`src/rtl/gpio_spi_pkg.sv`:
```
package gpio_spi_pkg;

    localparam int CMD_W = 8;

    localparam logic [CMD_W-1:0] CMD_PIN_READ  = 8'h01;
    localparam logic [CMD_W-1:0] CMD_WR_LOAD   = 8'h02;
    localparam logic [CMD_W-1:0] CMD_CFG_LOAD  = 8'h03;

    typedef enum logic [2:0] {
        ST_IDLE     = 3'd0,
        ST_CMD      = 3'd1,
        ST_DATA_IN  = 3'd2,
        ST_DATA_OUT = 3'd3,
        ST_DONE     = 3'd4,
        ST_IGNORE   = 3'd5
    } fsm_state_t;

    typedef enum logic [1:0] {
        OP_NONE  = 2'd0,
        OP_CFG   = 2'd1,
        OP_WRITE = 2'd2,
        OP_READ  = 2'd3
    } port_op_t;

    function automatic port_op_t decode_cmd(input logic [CMD_W-1:0] code);
        port_op_t op;
        unique case (code)
            CMD_CFG_LOAD: op = OP_CFG;
            CMD_WR_LOAD:  op = OP_WRITE;
            CMD_PIN_READ: op = OP_READ;
            default:      op = OP_NONE;
        endcase
        return op;
    endfunction

endpackage

```
`src/rtl/gpio_spi_sync.sv`:
```
module gpio_spi_sync #(
    parameter int             W       = 1,
    parameter logic [W-1:0]   RST_VAL = '0
) (
    input  logic         clk,
    input  logic         rst_n,
    input  logic [W-1:0] d,
    output logic [W-1:0] q
);

    logic [W-1:0] meta_q;
    logic [W-1:0] sync_q;

    always_ff @(posedge clk or negedge rst_n) begin
        if (!rst_n) begin
            meta_q <= RST_VAL;
            sync_q <= RST_VAL;
        end else begin
            meta_q <= d;
            sync_q <= meta_q;
        end
    end

    assign q = sync_q;

endmodule

```
`src/rtl/gpio_spi_edge.sv`:
```
module gpio_spi_edge (
    input  logic clk,
    input  logic rst_n,
    input  logic cs_n_s,
    input  logic sclk_s,
    output logic cs_fall,
    output logic cs_rise,
    output logic sclk_rise,
    output logic sclk_fall
);

    logic cs_n_d;
    logic sclk_d;

    always_ff @(posedge clk or negedge rst_n) begin
        if (!rst_n) begin
            cs_n_d <= 1'b1;
            sclk_d <= 1'b0;
        end else begin
            cs_n_d <= cs_n_s;
            sclk_d <= sclk_s;
        end
    end

    assign cs_fall   = cs_n_d  & ~cs_n_s;
    assign cs_rise   = ~cs_n_d &  cs_n_s;
    assign sclk_rise = ~sclk_d &  sclk_s & ~cs_n_s;
    assign sclk_fall =  sclk_d & ~sclk_s & ~cs_n_s;

endmodule

```
`src/rtl/gpio_spi_fsm.sv`:
```
module gpio_spi_fsm
    import gpio_spi_pkg::*;
#(
    parameter int GPIO_W = 8
) (
    input  logic              clk,
    input  logic              rst_n,
    input  logic              cs_fall,
    input  logic              cs_rise,
    input  logic              sclk_rise,
    input  logic              sclk_fall,
    input  logic              din_s,
    input  logic [GPIO_W-1:0] pins_s,
    output logic [GPIO_W-1:0] cfg_q,
    output logic [GPIO_W-1:0] wr_q,
    output logic              dout,
    output logic              dout_oe,
    output fsm_state_t        state_o
);

    localparam int MAXW  = (CMD_W > GPIO_W) ? CMD_W : GPIO_W;
    localparam int SH_W  = MAXW - 1;
    localparam int CNT_W = $clog2(MAXW);

    fsm_state_t            state_q, state_d;
    port_op_t              op_q;
    port_op_t              next_op;
    logic [CNT_W-1:0]      bit_cnt;
    logic [SH_W-1:0]       in_shift;
    logic [GPIO_W-1:0]     staged_q;
    logic [GPIO_W-1:0]     rd_shift;
    logic                  dout_q;
    logic                  cmd_last;
    logic                  data_last;
    logic                  shifting;

    assign cmd_last  = (bit_cnt == CNT_W'(CMD_W - 1));
    assign data_last = (bit_cnt == CNT_W'(GPIO_W - 1));
    assign next_op   = decode_cmd({in_shift[CMD_W-2:0], din_s});
    assign shifting  = (state_q == ST_CMD) || (state_q == ST_DATA_IN) ||
                       (state_q == ST_DATA_OUT);

    // state register
    always_ff @(posedge clk or negedge rst_n) begin
        if (!rst_n) begin
            state_q <= ST_IDLE;
        end else begin
            state_q <= state_d;
        end
    end

    // next-state logic
    always_comb begin
        state_d = state_q;
        if (cs_rise && (state_q != ST_IDLE)) begin
            state_d = ST_IDLE;
        end else begin
            unique case (state_q)
                ST_IDLE: begin
                    if (cs_fall) state_d = ST_CMD;
                end
                ST_CMD: begin
                    if (sclk_rise && cmd_last) begin
                        unique case (next_op)
                            OP_CFG, OP_WRITE: state_d = ST_DATA_IN;
                            OP_READ:          state_d = ST_DATA_OUT;
                            default:          state_d = ST_IGNORE;
                        endcase
                    end
                end
                ST_DATA_IN, ST_DATA_OUT: begin
                    if (sclk_rise && data_last) state_d = ST_DONE;
                end
                ST_DONE, ST_IGNORE: state_d = state_q;
                default: state_d = ST_IDLE;
            endcase
        end
    end

    // datapath and outputs
    always_ff @(posedge clk or negedge rst_n) begin
        if (!rst_n) begin
            op_q     <= OP_NONE;
            bit_cnt  <= '0;
            in_shift <= '0;
            staged_q <= '0;
            rd_shift <= '0;
            dout_q   <= 1'b0;
            cfg_q    <= '0;
            wr_q     <= '0;
        end else begin
            if (state_q == ST_IDLE && cs_fall) begin
                bit_cnt <= '0;
                dout_q  <= 1'b0;
                op_q    <= OP_NONE;
            end
            if (shifting && sclk_rise) begin
                in_shift <= {in_shift[SH_W-2:0], din_s};
                if ((state_q == ST_CMD && cmd_last) ||
                    (state_q != ST_CMD && data_last)) begin
                    bit_cnt <= '0;
                end else begin
                    bit_cnt <= bit_cnt + 1'b1;
                end
            end
            if (state_q == ST_CMD && sclk_rise && cmd_last) begin
                op_q <= next_op;
                if (next_op == OP_READ) rd_shift <= pins_s;
            end
            if (state_q == ST_DATA_IN && sclk_rise && data_last) begin
                staged_q <= {in_shift[GPIO_W-2:0], din_s};
            end
            if (state_q == ST_DATA_OUT && sclk_fall) begin
                dout_q   <= rd_shift[GPIO_W-1];
                rd_shift <= {rd_shift[GPIO_W-2:0], 1'b0};
            end
            if (state_q == ST_DONE && cs_rise) begin
                if (op_q == OP_CFG)   cfg_q <= staged_q;
                if (op_q == OP_WRITE) wr_q  <= staged_q;
            end
        end
    end

    assign dout    = dout_q;
    assign dout_oe = (state_q != ST_IDLE);
    assign state_o = state_q;

endmodule

```
`src/rtl/gpio_spi_pins.sv`:
```
module gpio_spi_pins #(
    parameter int GPIO_W = 8
) (
    input  logic [GPIO_W-1:0] cfg_q,
    input  logic [GPIO_W-1:0] wr_q,
    output logic [GPIO_W-1:0] pin_out,
    output logic [GPIO_W-1:0] pin_oe
);

    for (genvar i = 0; i < GPIO_W; i++) begin : g_pin
        always_comb begin
            if (!cfg_q[i]) begin
                pin_oe[i]  = 1'b0;
                pin_out[i] = 1'b0;
            end else if (!wr_q[i]) begin
                pin_oe[i]  = 1'b1;
                pin_out[i] = 1'b0;
            end else begin
                pin_oe[i]  = 1'b1;
                pin_out[i] = 1'b1;
            end
        end
    end

endmodule

```
`src/rtl/gpio_spi_port.sv`:
```
module gpio_spi_port
    import gpio_spi_pkg::*;
#(
    parameter int GPIO_W = 8
) (
    input  logic              clk,
    input  logic              rst_n,
    input  logic              spi_cs_n,
    input  logic              spi_sclk,
    input  logic              spi_din,
    output logic              spi_dout,
    output logic              spi_dout_oe,
    input  logic [GPIO_W-1:0] gpio_in,
    output logic [GPIO_W-1:0] gpio_out,
    output logic [GPIO_W-1:0] gpio_oe
);

    logic [2:0]        spi_s;
    logic              cs_s;
    logic              cs_fall, cs_rise, sclk_rise, sclk_fall;
    logic [GPIO_W-1:0] pins_s;
    logic [GPIO_W-1:0] cfg_q, wr_q;
    fsm_state_t        fsm_state;

    assign cs_s = spi_s[2];

    gpio_spi_sync #(.W(3), .RST_VAL(3'b100)) u_spi_sync (
        .clk   (clk),
        .rst_n (rst_n),
        .d     ({spi_cs_n, spi_sclk, spi_din}),
        .q     (spi_s)
    );

    gpio_spi_sync #(.W(GPIO_W), .RST_VAL('0)) u_pin_sync (
        .clk   (clk),
        .rst_n (rst_n),
        .d     (gpio_in),
        .q     (pins_s)
    );

    gpio_spi_edge u_edge (
        .clk       (clk),
        .rst_n     (rst_n),
        .cs_n_s    (spi_s[2]),
        .sclk_s    (spi_s[1]),
        .cs_fall   (cs_fall),
        .cs_rise   (cs_rise),
        .sclk_rise (sclk_rise),
        .sclk_fall (sclk_fall)
    );

    gpio_spi_fsm #(.GPIO_W(GPIO_W)) u_fsm (
        .clk       (clk),
        .rst_n     (rst_n),
        .cs_fall   (cs_fall),
        .cs_rise   (cs_rise),
        .sclk_rise (sclk_rise),
        .sclk_fall (sclk_fall),
        .din_s     (spi_s[0]),
        .pins_s    (pins_s),
        .cfg_q     (cfg_q),
        .wr_q      (wr_q),
        .dout      (spi_dout),
        .dout_oe   (spi_dout_oe),
        .state_o   (fsm_state)
    );

    gpio_spi_pins #(.GPIO_W(GPIO_W)) u_pins (
        .cfg_q   (cfg_q),
        .wr_q    (wr_q),
        .pin_out (gpio_out),
        .pin_oe  (gpio_oe)
    );

endmodule

```
`config.mk`:
```
export PLATFORM = sky130hd
export DESIGN_NAME = gpio_spi_port
export DESIGN_NICKNAME = d
export VERILOG_FILES = /design/src/rtl/gpio_spi_pkg.sv /design/src/rtl/gpio_spi_sync.sv /design/src/rtl/gpio_spi_edge.sv /design/src/rtl/gpio_spi_fsm.sv /design/src/rtl/gpio_spi_pins.sv /design/src/rtl/gpio_spi_port.sv
export SDC_FILE = /design/constraint.sdc
export NUM_CORES = 1
export LEC_CHECK = 0
export BUFFER_PORTS_ARGS = -buffer_cell sky130_fd_sc_hd__buf_2
export CORE_ASPECT_RATIO = 0.6
export CORE_MARGIN = 3
export CORE_UTILIZATION = 50
export CTS_BUF_LIST = sky130_fd_sc_hd__clkbuf_4 sky130_fd_sc_hd__clkbuf_8
export DETAILED_ROUTE_END_ITERATION = 8
export GPL_TIMING_DRIVEN = 0
export HOLD_SLACK_MARGIN = 0.12
export PLACE_DENSITY = 0.78
export SYNTH_ARGS = -nofsm -noshare
export SYNTH_HDL_FRONTEND = slang
export SYNTH_SLANG_ARGS = --single-unit
```
`constraint.sdc`:
```
create_clock -name clk -period 2.2 [get_ports clk]
set_input_delay 0 -clock clk [delete_from_list [all_inputs] [get_ports clk]]
set_output_delay 0 -clock clk [all_outputs]
set_load 0.01 [all_outputs]
```
==> results.md <==
* Fin Setup TNS at 0 ns
* # DRC at 0
* Synth Warn # at 0
* Top-area cell type share of the netlist area at 61.3%
* Post-route ant nets at 0
* Detailed Place HPWL at 3.09 mm
* Count of cell types in the netlist at 33
* Vias at 1690
* Layout cells sized above 1 at 40.6%
* Status: finished, final reports clean
* Final Skew at 0.00689 ns
* Number of global-route vias before repair at 1724
* Clock Root Buffer: clkbuf_8
* TritonCTS clock tree: built
* Mean Syn Cell Area at 14.7 um2
* Largest net degree at the start of global routing at 73
* Die ar. at 6600 um2
* WL per Instance at 15.2 um
* Seq/Total Area, Yosys at 64.1%
* CP max stage cell: a2111oi_0
* Site Rows at 20
* CP top delay family: compound AO/OA/AOI/OAI gates
* Total Wirelength at 4.81 mm
* H-Tree Depth at 3
* Worst EP arrival at 2.29 ns
* Die Wd at 103 um
* Most common cell after layout, fill and taps aside: dfrtp_1
* Max Slew Vio Count at 0
* Initial Util at 53.6%
* IO Pins at 31
* GRT Util Overall at 17.2%
* Startpoint Class: flip-flop
* Lkg Pwr at 0.00177 uW
* Nets at 263
* Ant. Diodes at 0
* Clock Latency Late Sink at 0.34 ns
* Clk buf depth at 2
* DRT Pass-1 Iters at 4
* Initial antenna violation count at 0
* Final hold vios at 0
* Clk slew on worst S/H paths at 0.07 ns
* TritonCTS Buffers at 9
* Chip height at 64.1 um
* Max Fanout on Critical Path at 5
* Setup crit end kind: flip-flop
* Cell taking the most area after synthesis: dfrtp_1
* Period utilization at 94.2%
* WP data required at 2.41 ns
* Core Area at 5260 um2
* Class of the worst hold path: input port to flip-flop
* First-pass GRT wire length at 8.44 mm
* Maximum clock frequency at 0.482 GHz
* Final setup fails at 0
* PD cells at 922 nW/um2
* Initial DRC Count at 92
* Most prevalent standard cell on the critical path: ha_1
* Critical Path, Cell by Cell: ha_1, ha_1, and4bb_2, a2111oi_0, a211o_1, o21ai_0
* Peak supply drop at 0.513 mV
* CP peak stage delay at 0.48 ns
* Max Cap Violations at 0
* # clock sinks at 72
* Normalized max-slew margin at 42.6%
* Crit Path Category: flip-flop to flip-flop
* Post-synthesis cell area at 2820 um2
* Post-layout min period at 2.07 ns
* Slew @ Worst Pin at 0.862 ns
* Vias per inst at 5.33
* Synthesized Nets at 208
* Cells after Synth at 191
* Dominant cells by area after synthesis: dfrtp_1 (61%), mux2_2 (13%), mux2_4 (5.3%)
* Gr ovfl total at 0
* Fillcell total at 398
* Most frequent cells in the layout: dfrtp_1 (69), mux2_2 (33), buf_2 (29), dlygate4sd3_1 (12)
* Buffers on Ports at 30
* Layout Utilization at 64.5%
* CP Buf/Inv Count at 0
* GP Congestion at 0.802
* Synth Register Bits at 72
* Synthesis-to-layout area growth at 20.4%
Yosys cell counts:
| cell | n |
|---|---|
| inv_1 | 6 |
| nor2_1 | 5 |
| nand2b_1 | 1 |
| and4bb_2 | 1 |
| mux2_4 | 10 |
| a21oi_1 | 1 |
| nand3_1 | 6 |
| buf_6 | 1 |
| xor2_1 | 1 |
| nand4_1 | 1 |
| dfstp_2 | 3 |
| ha_1 | 4 |
| and2_1 | 9 |
| nor2b_1 | 2 |
| nand2_2 | 1 |
| dfrtp_1 | 69 |
| nor3b_1 | 3 |
| mux2i_1 | 3 |
| o21ai_0 | 7 |
| or4_4 | 1 |
| clkbuf_1 | 2 |
| a21o_1 | 3 |
| o41ai_1 | 2 |
| nand3b_1 | 2 |
| a211o_1 | 1 |
| and3_2 | 1 |
| nor4b_1 | 1 |
| nand2_1 | 6 |
| nor3_1 | 2 |
| mux2_2 | 33 |
| nor4_1 | 1 |
| a2111oi_0 | 1 |
| or3_2 | 1 |
cell type report:
cell class	instances	area, um2	area share [%]
Sequential cell	72	1810	53.3
Multi-Input combinational cell	110	991	29.2
Timing Repair Buffer	44	288	8.49
Clock buffer	15	175	5.17
Tap cell	66	82.6	2.44
Inverter	6	22.5	0.665
Buffer	3	18.8	0.554
Clock inverter	1	5.00	0.148
state kept, by name, indices dropped and copies added, names as in the netlist:
register           count
u_fsm.op_q             2
u_fsm.state_o          3
u_fsm.staged_q         8
u_fsm.dout             1
u_fsm.bit_cnt          3
u_pin_sync.meta_q      8
u_fsm.wr_q             8
u_pin_sync.q           8
u_fsm.rd_shift         8
u_spi_sync.q           3
u_spi_sync.meta_q      3
u_edge.sclk_d          1
u_fsm.cfg_q            8
u_fsm.in_shift         7
u_edge.cs_n_d          1
final timing paths:
check                                startpoint                    to  slack (ns)  depth (start not counted)
setup reg to reg               u_fsm.bit_cnt[0]      u_fsm.state_o[0]        0.13                          6
min in group asynchronous                 rst_n       u_pin_sync.q[7]        0.32                          2
hold reg to reg            u_pin_sync.meta_q[7]       u_pin_sync.q[7]        0.35                          0
max in group asynchronous                 rst_n        u_fsm.cfg_q[3]        1.32                          2
hold / removal                         spi_sclk  u_spi_sync.meta_q[1]        0.29                          2
setup / recovery               u_fsm.bit_cnt[0]      u_fsm.state_o[0]        0.13                          6
cell families (layout without fill, tap and decap cells):
logic type	after synthesis	count (layout)	synth area share, %
flip-flops	72	72	64.1
buffers and inverters	9	69	1.47
AO/OA/AOI/OAI	15	15	3.47
AND/OR/NAND/NOR	44	44	9.24
adder cells (fa/ha/maj)	4	4	1.78
XOR/XNOR	1	1	0.311
multiplexers	46	46	19.6
power breakdown:
group,internal [uW],switching [uW],total [uW]
logic,280,310,590
registers,1470,140,1610
clock network,502,423,925
total,2250,873,3120
per-stage QoR:
step / instance area [um2] / setup WS [ns] / std cells / power, uW / hold WS, ns
final: 3390 / 0.127 / 317 / 3120 / 0.295
after global routing: 3390 / -0.00485 / 317 / 3320 / 0.288
after CTS: 3360 / 0.0651 / 315 / 3140 / 0.278
after detailed placement: 3050 / -0.0466 / 287 / 2170 / 0.109
after global placement: 3050 / 0.0154 / 287 / 2130 / 0.104
after floorplan: 2820 / 0.316 / 191 / 1980 / -0.296
layer usage:
layer	up-vias	routed length [um]	GRT usage, %	part of all wire, %
met5	-	0	0	0
met4	0	85	5.82	1.8
met3	9	285	7.31	5.9
met2	49	2220	24.4	46
met1	852	2220	23.9	46
li1	780	-	-	-
repair_timing:
action	CTS	global route
gates resized for setup	2	2
pin swaps	0	1
setup buffers	0	2
setup endpoints to repair	6	22
endpoints found under the hold margin	80	0
hold buffers	12	0
Power figures use the tool's default switching activity.
